--- config.mk ---
export PLATFORM = sky130hd
export DESIGN_NAME = thread_pick_pair
export DESIGN_NICKNAME = d
export VERILOG_FILES = /design/src/rtl/tp_pkg.sv /design/src/rtl/tp_lru_group.sv /design/src/rtl/tp_load_arb.sv /design/src/rtl/thread_pick_pair.sv
export SDC_FILE = /design/constraint.sdc
export NUM_CORES = 1
export LEC_CHECK = 0
export BUFFER_PORTS_ARGS = -buffer_cell sky130_fd_sc_hd__buf_2
export CAP_MARGIN = 15
export CORE_MARGIN = 2
export CORE_UTILIZATION = 40
export DETAILED_ROUTE_END_ITERATION = 6
export HOLD_SLACK_MARGIN = 0.15
export SYNTH_ARGS = -nofsm -noshare
export SYNTH_HDL_FRONTEND = slang
export SYNTH_HIERARCHICAL = 1
export SYNTH_SLANG_ARGS = --single-unit
--- constraint.sdc ---
create_clock -name clk -period 4.8 [get_ports clk]
set_clock_uncertainty 0.1 [all_clocks]
set_input_delay 0.48 -clock clk [delete_from_list [all_inputs] [get_ports clk]]
set_output_delay 0.48 -clock clk [all_outputs]
set_load 0.01 [all_outputs]
--- src/rtl/tp_pkg.sv ---
package tp_pkg;
  localparam int NGRP = 2;
  typedef enum logic {YIELD_G0 = 1'b0, YIELD_G1 = 1'b1} yield_e;
endpackage

--- src/rtl/tp_lru_group.sv ---
module tp_lru_group #(
  parameter int N  = 4,
  parameter int IW = $clog2(N)
) (
  input  logic          clk,
  input  logic          rst_n,
  input  logic [N-1:0]  ready,
  input  logic          upd,
  input  logic [IW-1:0] upd_idx,
  output logic          pick_valid,
  output logic [IW-1:0] pick_idx
);
  // age[0] is the oldest thread, age[N-1] the most recent
  logic [IW-1:0] age [N];
  logic [IW-1:0] age_nxt [N];
  logic [IW-1:0] pos;

  always_comb begin
    pick_valid = 1'b0;
    pick_idx   = '0;
    for (int i = N - 1; i >= 0; i--) begin
      if (ready[age[i]]) begin
        pick_valid = 1'b1;
        pick_idx   = age[i];
      end
    end
  end

  always_comb begin
    pos = '0;
    for (int i = 0; i < N; i++) begin
      if (age[i] == upd_idx) pos = IW'(i);
    end
    for (int i = 0; i < N - 1; i++) begin
      age_nxt[i] = (i >= int'(pos)) ? age[i + 1] : age[i];
    end
    age_nxt[N-1] = upd_idx;
  end

  always_ff @(posedge clk) begin
    if (!rst_n) begin
      for (int i = 0; i < N; i++) age[i] <= IW'(i);
    end else if (upd) begin
      for (int i = 0; i < N; i++) age[i] <= age_nxt[i];
    end
  end
endmodule

--- src/rtl/tp_load_arb.sv ---
module tp_load_arb
  import tp_pkg::*;
(
  input  logic            clk,
  input  logic            rst_n,
  input  logic [NGRP-1:0] cand_v,
  input  logic [NGRP-1:0] cand_ld,
  input  logic [NGRP-1:0] pend,
  output logic [NGRP-1:0] grant
);
  yield_e tog;
  logic   clash;

  always_comb begin
    clash = (&cand_v) & (&cand_ld);
    grant = cand_v;
    if (clash) begin
      if (pend[0])      grant[1] = 1'b0;
      else if (pend[1]) grant[0] = 1'b0;
      else              grant[tog] = 1'b0;
    end
  end

  always_ff @(posedge clk) begin
    if (!rst_n) tog <= YIELD_G0;
    else if (clash && !(|pend)) tog <= (tog == YIELD_G0) ? YIELD_G1 : YIELD_G0;
  end
endmodule

--- src/rtl/thread_pick_pair.sv ---
module thread_pick_pair
  import tp_pkg::*;
#(
  parameter int GS = 4,
  localparam int NT = NGRP * GS,
  localparam int TW = $clog2(NT),
  localparam int IW = $clog2(GS)
) (
  input  logic               clk,
  input  logic               rst_n,
  input  logic [NT-1:0]      thr_ready,
  input  logic [NT-1:0]      thr_load,
  output logic [NGRP-1:0]    pipe_valid,
  output logic [NGRP*TW-1:0] pipe_tid,
  output logic [NGRP-1:0]    pipe_load
);
  logic [NGRP-1:0] cand_v, cand_ld, pend, grant, pick_v;
  logic [IW-1:0]   cand_idx [NGRP];
  logic [IW-1:0]   pick_idx [NGRP];
  logic [IW-1:0]   pend_idx [NGRP];

  for (genvar g = 0; g < NGRP; g++) begin : g_grp
    logic [GS-1:0] grp_ld;
    assign grp_ld = thr_load[g*GS +: GS];

    tp_lru_group #(.N(GS), .IW(IW)) u_lru (
      .clk        (clk),
      .rst_n      (rst_n),
      .ready      (thr_ready[g*GS +: GS]),
      .upd        (grant[g]),
      .upd_idx    (cand_idx[g]),
      .pick_valid (pick_v[g]),
      .pick_idx   (pick_idx[g])
    );

    always_comb begin
      cand_v[g]   = pend[g] | pick_v[g];
      cand_idx[g] = pend[g] ? pend_idx[g] : pick_idx[g];
      cand_ld[g]  = pend[g] | grp_ld[cand_idx[g]];
    end

    always_ff @(posedge clk) begin
      if (!rst_n) begin
        pend[g]     <= 1'b0;
        pend_idx[g] <= '0;
      end else if (grant[g]) begin
        pend[g]     <= 1'b0;
      end else if (cand_v[g]) begin
        pend[g]     <= 1'b1;
        pend_idx[g] <= cand_idx[g];
      end
    end

    assign pipe_valid[g]           = grant[g];
    assign pipe_load[g]            = grant[g] & cand_ld[g];
    assign pipe_tid[g*TW +: TW]    = TW'(g * GS) + TW'(cand_idx[g]);
  end

  tp_load_arb u_arb (
    .clk     (clk),
    .rst_n   (rst_n),
    .cand_v  (cand_v),
    .cand_ld (cand_ld),
    .pend    (pend),
    .grant   (grant)
  );
endmodule

# --- Word level (Yosys, flattened, before mapping) ---
# Memories as Yosys holds them, arrays and structs flattened.
# Index checks and enable logic that the tools add are counted.
totals:
  reg_bits: 3
  latchBits: 0
  ramBits: 20
  rom_bits: 0
  inputBits: 18
  output_inout_bits: 10
  elab_cells: 142
  mem_count: 3
mem_list:
  columns: ["memory", "words", "width", "rd", "rd_clocked_by_memory_dff", "wr", "line", "source"]
  rows:
  - ["g_grp[0].u_lru.age", 4, 2, 4, 0, 4, "tp_lru_group.sv:14", "logic [IW-1:0] age [N];"]
  - ["g_grp[1].u_lru.age", 4, 2, 4, 0, 4, "tp_lru_group.sv:14", null]
  - ["pend_idx", 2, 2, 2, 0, 2, "thread_pick_pair.sv:20", "logic [IW-1:0] pend_idx [NGRP];"]
classes:
  add_sub_neg: 1
  n_mul: 0
  n_div: 0
  order_cmp: 18
  n_eq_ne: 6
  n_shift: 0
  muxes: 83
  bitwise_logic: 20
  reduce_logical: 8
op_table:
  columns: ["operator", "count"]
  rows:
  - ["$mux W2", 31]
  - ["$mux W1", 41]
  - ["$lt A2 B3 Y1 const B", 10]
  - ["$bmux W1 S2", 10]
  - ["$or A1 B1 Y1", 14]
  - ["$eq A2 B2 Y1", 6]
  - ["$ge A1 B2 Y1 const A", 4]
  - ["$reduce_or A2 Y1", 3]
  - ["$ge A2 B2 Y1 const A", 2]
  - ["$reduce_and A2 Y1", 2]
  - ["$add A3 B2 Y3 const A", 1]
  - ["$and A1 B1 Y1", 3]
  - ["$and A2 B2 Y2", 1]
  - ["$logic_and A1 B1 Y1", 2]
  - ["$lt A1 B2 Y1 const B", 1]
  - ["$not A2 Y2", 1]
  - ["$demux W1 S1", 1]
  - ["$ge A1 B1 Y1 const B", 1]
  - ["$logic_not A1 Y1", 1]
  - ["$not A1 Y1", 1]

# --- Longest topological paths before layout ---
# An unclocked memory read counts as a cell.
depth:
  word_depth: 18
  ltp_mapped: 12
  depth_no_buf: 11

# --- Modules after synthesis ---
# The synthesis kept the hierarchy.
by_module_without_submodules:
  columns: ["mod", "n_inst", "cells_each", "area_per_inst_um2", "seq_area_each_um2"]
  rows:
  - ["tp_lru_group", 2, 66, 695.7, 240.2]
  - ["thread_pick_pair", 1, 32, 380.4, 160.2]
  - ["tp_load_arb", 1, 10, 83.8, 20.0]

# --- Worst setup path after synthesis ---
# OpenSTA, ideal clock, no wires.
synth_timing:
  kind: "reg2reg"
  startpoint: "mem g_grp[0].u_lru/age[2][1] (netlist name)"
  endpoint: "mem g_grp[0].u_lru/age[0][0] (netlist name), enable pin"
  setup_ns: 0.328
  arrival_time_ns: 3.383
  required_time_ns: 4.372
  slack_ns: 0.989
  path_stages_with_launch: 10
  path_buffers: 0
  period_less_slack_ns: 3.811
  cell_sequence: "edfxtp_1 > mux2_4 > mux2i_1 > nand3_1 > a311oi_1 > mux4_2 > or2_1 > a41oi_1 > o21ai_0 > o21ai_0"
synth_rtl:
  columns: ["item", "line"]
  rows:
  - ["start, declared", "tp_lru_group.sv:14"]

==> metrics.md <==
| Metric | Value |
|---|---|
| Rows | 24 |
| Total global routing overflow | 0 |
| Final core occ | 0.460 |
| Rel. slew slack | 0.623 |
| Post-synth top area share | 0.324 |
| Synth cell types | 39 |
| Chip width | about 72 um |
| Endpoint type of the worst setup path | primary output |
| Total power | 1470 uW |
| Die Ht | 72.1 um |
| Max Cap Viol | 0 |
| Critical-path top delay cell | mux4_2 |
| Fillcell total | 420 |
| Flop pwr share | 0.326 |
| Die footprint | roughly 0.0052 mm2 |
| Number of port buffers | 25 |
| Routed WL | just over 4000 um |
| GPL Wtd Cong | 0.780 |
| Clk slew on worst S/H paths | 0.09 ns |
| Crit path launch | g_grp[0].u_lru/age[2][1] |
| Final Hold Violating Endpoints | 0 |
| Mean Syn Cell Area | ~11 um2 |
| Total CTS buffers | 3 |
| Critical Path Fanout Max | 13 |
| Final cell count without fillers | around 250 |
| Worst Hold Class | flop to flop |
| Area of the multi-input gates | about 0.0011 mm2 |
| DP Cell Count | approximately 240 |
| Ant diodes | 0 |
| I/O pins | 28 |
| Initial core utilization | 0.420 |
| CTS tree | done |
| Finish-stage setup viols | 0 |
| Detail Route Antenna Nets | 0 |
| Commonest non-fill, non-tap cell in the layout | buf_2 |
| Worst Tran Pin Value | approximately 0.56 ns |
| Critical R2R Launch | g_grp[0].u_lru/age[2][1] |
| Clk sinks | 23 |
| H-Tree Depth | 1 |
| Critical path, cell by cell | mux2_1 > mux2i_1 > nand3_1 > a311oi_1 > mux4_2 > or2_1 > nand4_2 > o21a_1 > o21a_1 > buf_2 |
| Root buffer cell | clkbuf_8 |
| YS warnings | 6 |
| Worst-Skew Late Latency | ~0.27 ns |
| Mapped Cells | around 170 |
| WL/cell | between 15 and 20 um |
| Net Switching | ~640 uW |
| Hold_sp | u_arb/tog |
| CP Class | flop to primary output |
| Critical Path Source Type | flop |
| TNS Setup | 0 ns |
| Synth Area in Simple Gates | 0.183 |
| Sequential share of the synthesized area | 0.356 |
| Most frequent cells in the layout | buf_2 (25), edfxtp_1 (20), mux2i_1 (16) |
| Leading area contributor after synthesis | edfxtp_1 |
| Layout cells sized above 1 | 0.327 |
| Vias per Instance | 5.72 |
| Post-CTS Setup Bufs | 0 |
| FF-to-FF path depth | 10 |
| Initial antenna violation count | 0 |
| Area contributors post-synth | edfxtp_1 (32%), mux2i_1 (8.6%), mux2_2 (8.5%) |
| Mux cell area share after synthesis | 0.248 |
| Final Max Slew Viols | 0 |
| Crit path top cell by count | o21a_1 |
| Share of the cycle needed by the critical path after routing | 0.864 |
| Main combinational cell family by area after synthesis | multiplexers |
| Vias | roughly 1400 |
| First-pass GRT wire length | 6690 um |
| Post-synthesis adder-cell area fraction | 0 |
| Largest net degree at the start of global routing | 28 |
| CP arrival | 3.57 ns |
| Clk buf depth | 2 |
| XOR/XNOR Fraction of Synth Area | 0.0566 |
| Post-Syn Nets | 192 |
| Comb pwr share | 0.589 |
| Sw Ratio | 0.434 |
| P_int | between 800 and 900 uW |
| Run status | complete, no violations |
| Fmax | ~0.24 GHz |
| Drt drc | 0 |
| # resized after CTS | 0 |
| Largest stage delay, worst path | roughly 0.6 ns |
| Vias in the first global route | 1373 |
| Cts hold-fix bufs | 0 |
| Power Dens Cells | about 730 mW/mm2 |
| Reg2reg setup slack | 0.85 ns |
| Worst Hold End | u_arb/tog |
| First-pass DRT Iterations | 4 |
| GRT Total Usage | 0.163 |
| Setup repair after global routing missed its margin | false |
| Final #Nets | ~220 |
| Fin crit period | around 4.1 ns |
| Reg2Reg Capture Point | g_grp[1].u_lru/age[0][1] |
| Leakage power | between 0.0008 and 0.0009 uW |
| Synth Cell Area | roughly 0.0019 mm2 |
| HPWL after detailed placement | around 3000 um |
| Largest vdd supply drop | around 0.00029 V |
| WP data required | roughly 4.2 ns |
| Total core area | 0.00441 mm2 |
| Synth Area in Compound Gates | 0.103 |
| Register area | 661 um2 |
| Initial DRC count | 53 |
| Clock Power Share | 0.084 |
| Area grow syn2layout | 9.44% |
| Hold path depth | 2 |
| Yosys reg bits | 23 |
## flip-flops by register name (all words and copies together) (netlist names)
signal,count
pend,2
g_grp.u_lru/age,16
pend_idx,4
u_arb/tog,1
## stage by stage
| step | instance area (um2) | hold slack [ns] | setup slack, ns |
|---|---|---|---|
| finish | 2030 | 0.404 | 0.653 |
| global route | 2030 | 0.436 | 0.322 |
| CTS | 2030 | 0.415 | 0.617 |
| detailed placement | 1990 | 0.404 | 0.739 |
| global placement | 1990 | 0.366 | 0.857 |
| floorplan | 1860 | 0.351 | 0.989 |
## area by class of cell
cell class / count / area share
Multi-Input combinational cell: 137 / 0.544
Sequential cell: 23 / 0.325
Timing Repair Buffer: 26 / 0.0653
Tap cell: 52 / 0.0320
Clock buffer: 4 / 0.0222
Inverter: 6 / 0.0111
## worst max-delay path by stage
stage | endpoint | slack, ns
2_1_floorplan | g_grp[0].u_lru/age[0][0] | 0.99
3_3_place_gp | g_grp[1].u_lru/age[1][0] | 0.86
3_5_place_dp | g_grp[1].u_lru/age[1][0] | 0.74
4_1_cts | pipe_load[1] | 0.62
5_1_grt | pipe_load[1] | 0.32
6_report | pipe_load[1] | 0.65
## layer usage
metal / GRT usage / up-vias / routed length [um]
met1: 0.231 / 691 / 1910
met5: 0 / - / 0
li1: - / 699 / -
met4: 0.0587 / 0 / 43
met2: 0.258 / 24 / 2000
met3: 0.0194 / 4 / 103
## synth_stat cells
cell and instances:
a41oi_1 1, nor2_1 8, or2_1 2, mux4_2 4, nor3_1 2, or4_1 1
and2b_2 2, xor2_1 12, buf_2 2, mux2_1 2, nand3_1 4, conb_1 2
and3_2 2, mux2_4 2, nor4bb_1 4, mux2i_1 16, clkbuf_8 2, o31ai_1 1
o211a_1 2, a311oi_1 2, dfxtp_1 3, a21boi_1 1, inv_1 6, nand4_2 1
nand2_1 8, buf_4 4, and3_1 6, and2_1 2, or2_2 8, or2b_2 2
a221oi_1 2, o22ai_1 4, nand2b_1 2, mux2_2 14, a21oi_1 3, edfxtp_1 20
o21a_1 3, o21ai_0 10, nor3b_1 2
## critical path, delay by kind of cell (launching register included)
| family | cells | cell delay (ns) |
|---|---|---|
| multiplexers | 3 | 1.13 |
| AO/OA/AOI/OAI | 3 | 1.07 |
| flip-flops | 1 | 0.51 |
| AND/OR/NAND/NOR | 3 | 0.48 |
| buffers and inverters | 1 | 0.12 |
## kinds of logic (layout without fill, tap and decap cells)
| kind of cell | Yosys count | count (layout) |
|---|---|---|
| mux | 38 | 38 |
| other cells | 2 | 2 |
| xor+xnor | 12 | 12 |
| flops | 23 | 23 |
| simple gates | 56 | 56 |
| compound gates | 29 | 29 |
| buf+inv | 14 | 36 |
## power by group through the flow
stage	Clock, uW	Sequential, uW	Combinational, uW
after floorplan	0	411	724
after global placement	0	476	834
after detailed placement	0	485	865
after CTS	124	481	870
after global routing	130	500	969
final	124	481	869
No activity file was read; power rests on OpenSTA's default activity.
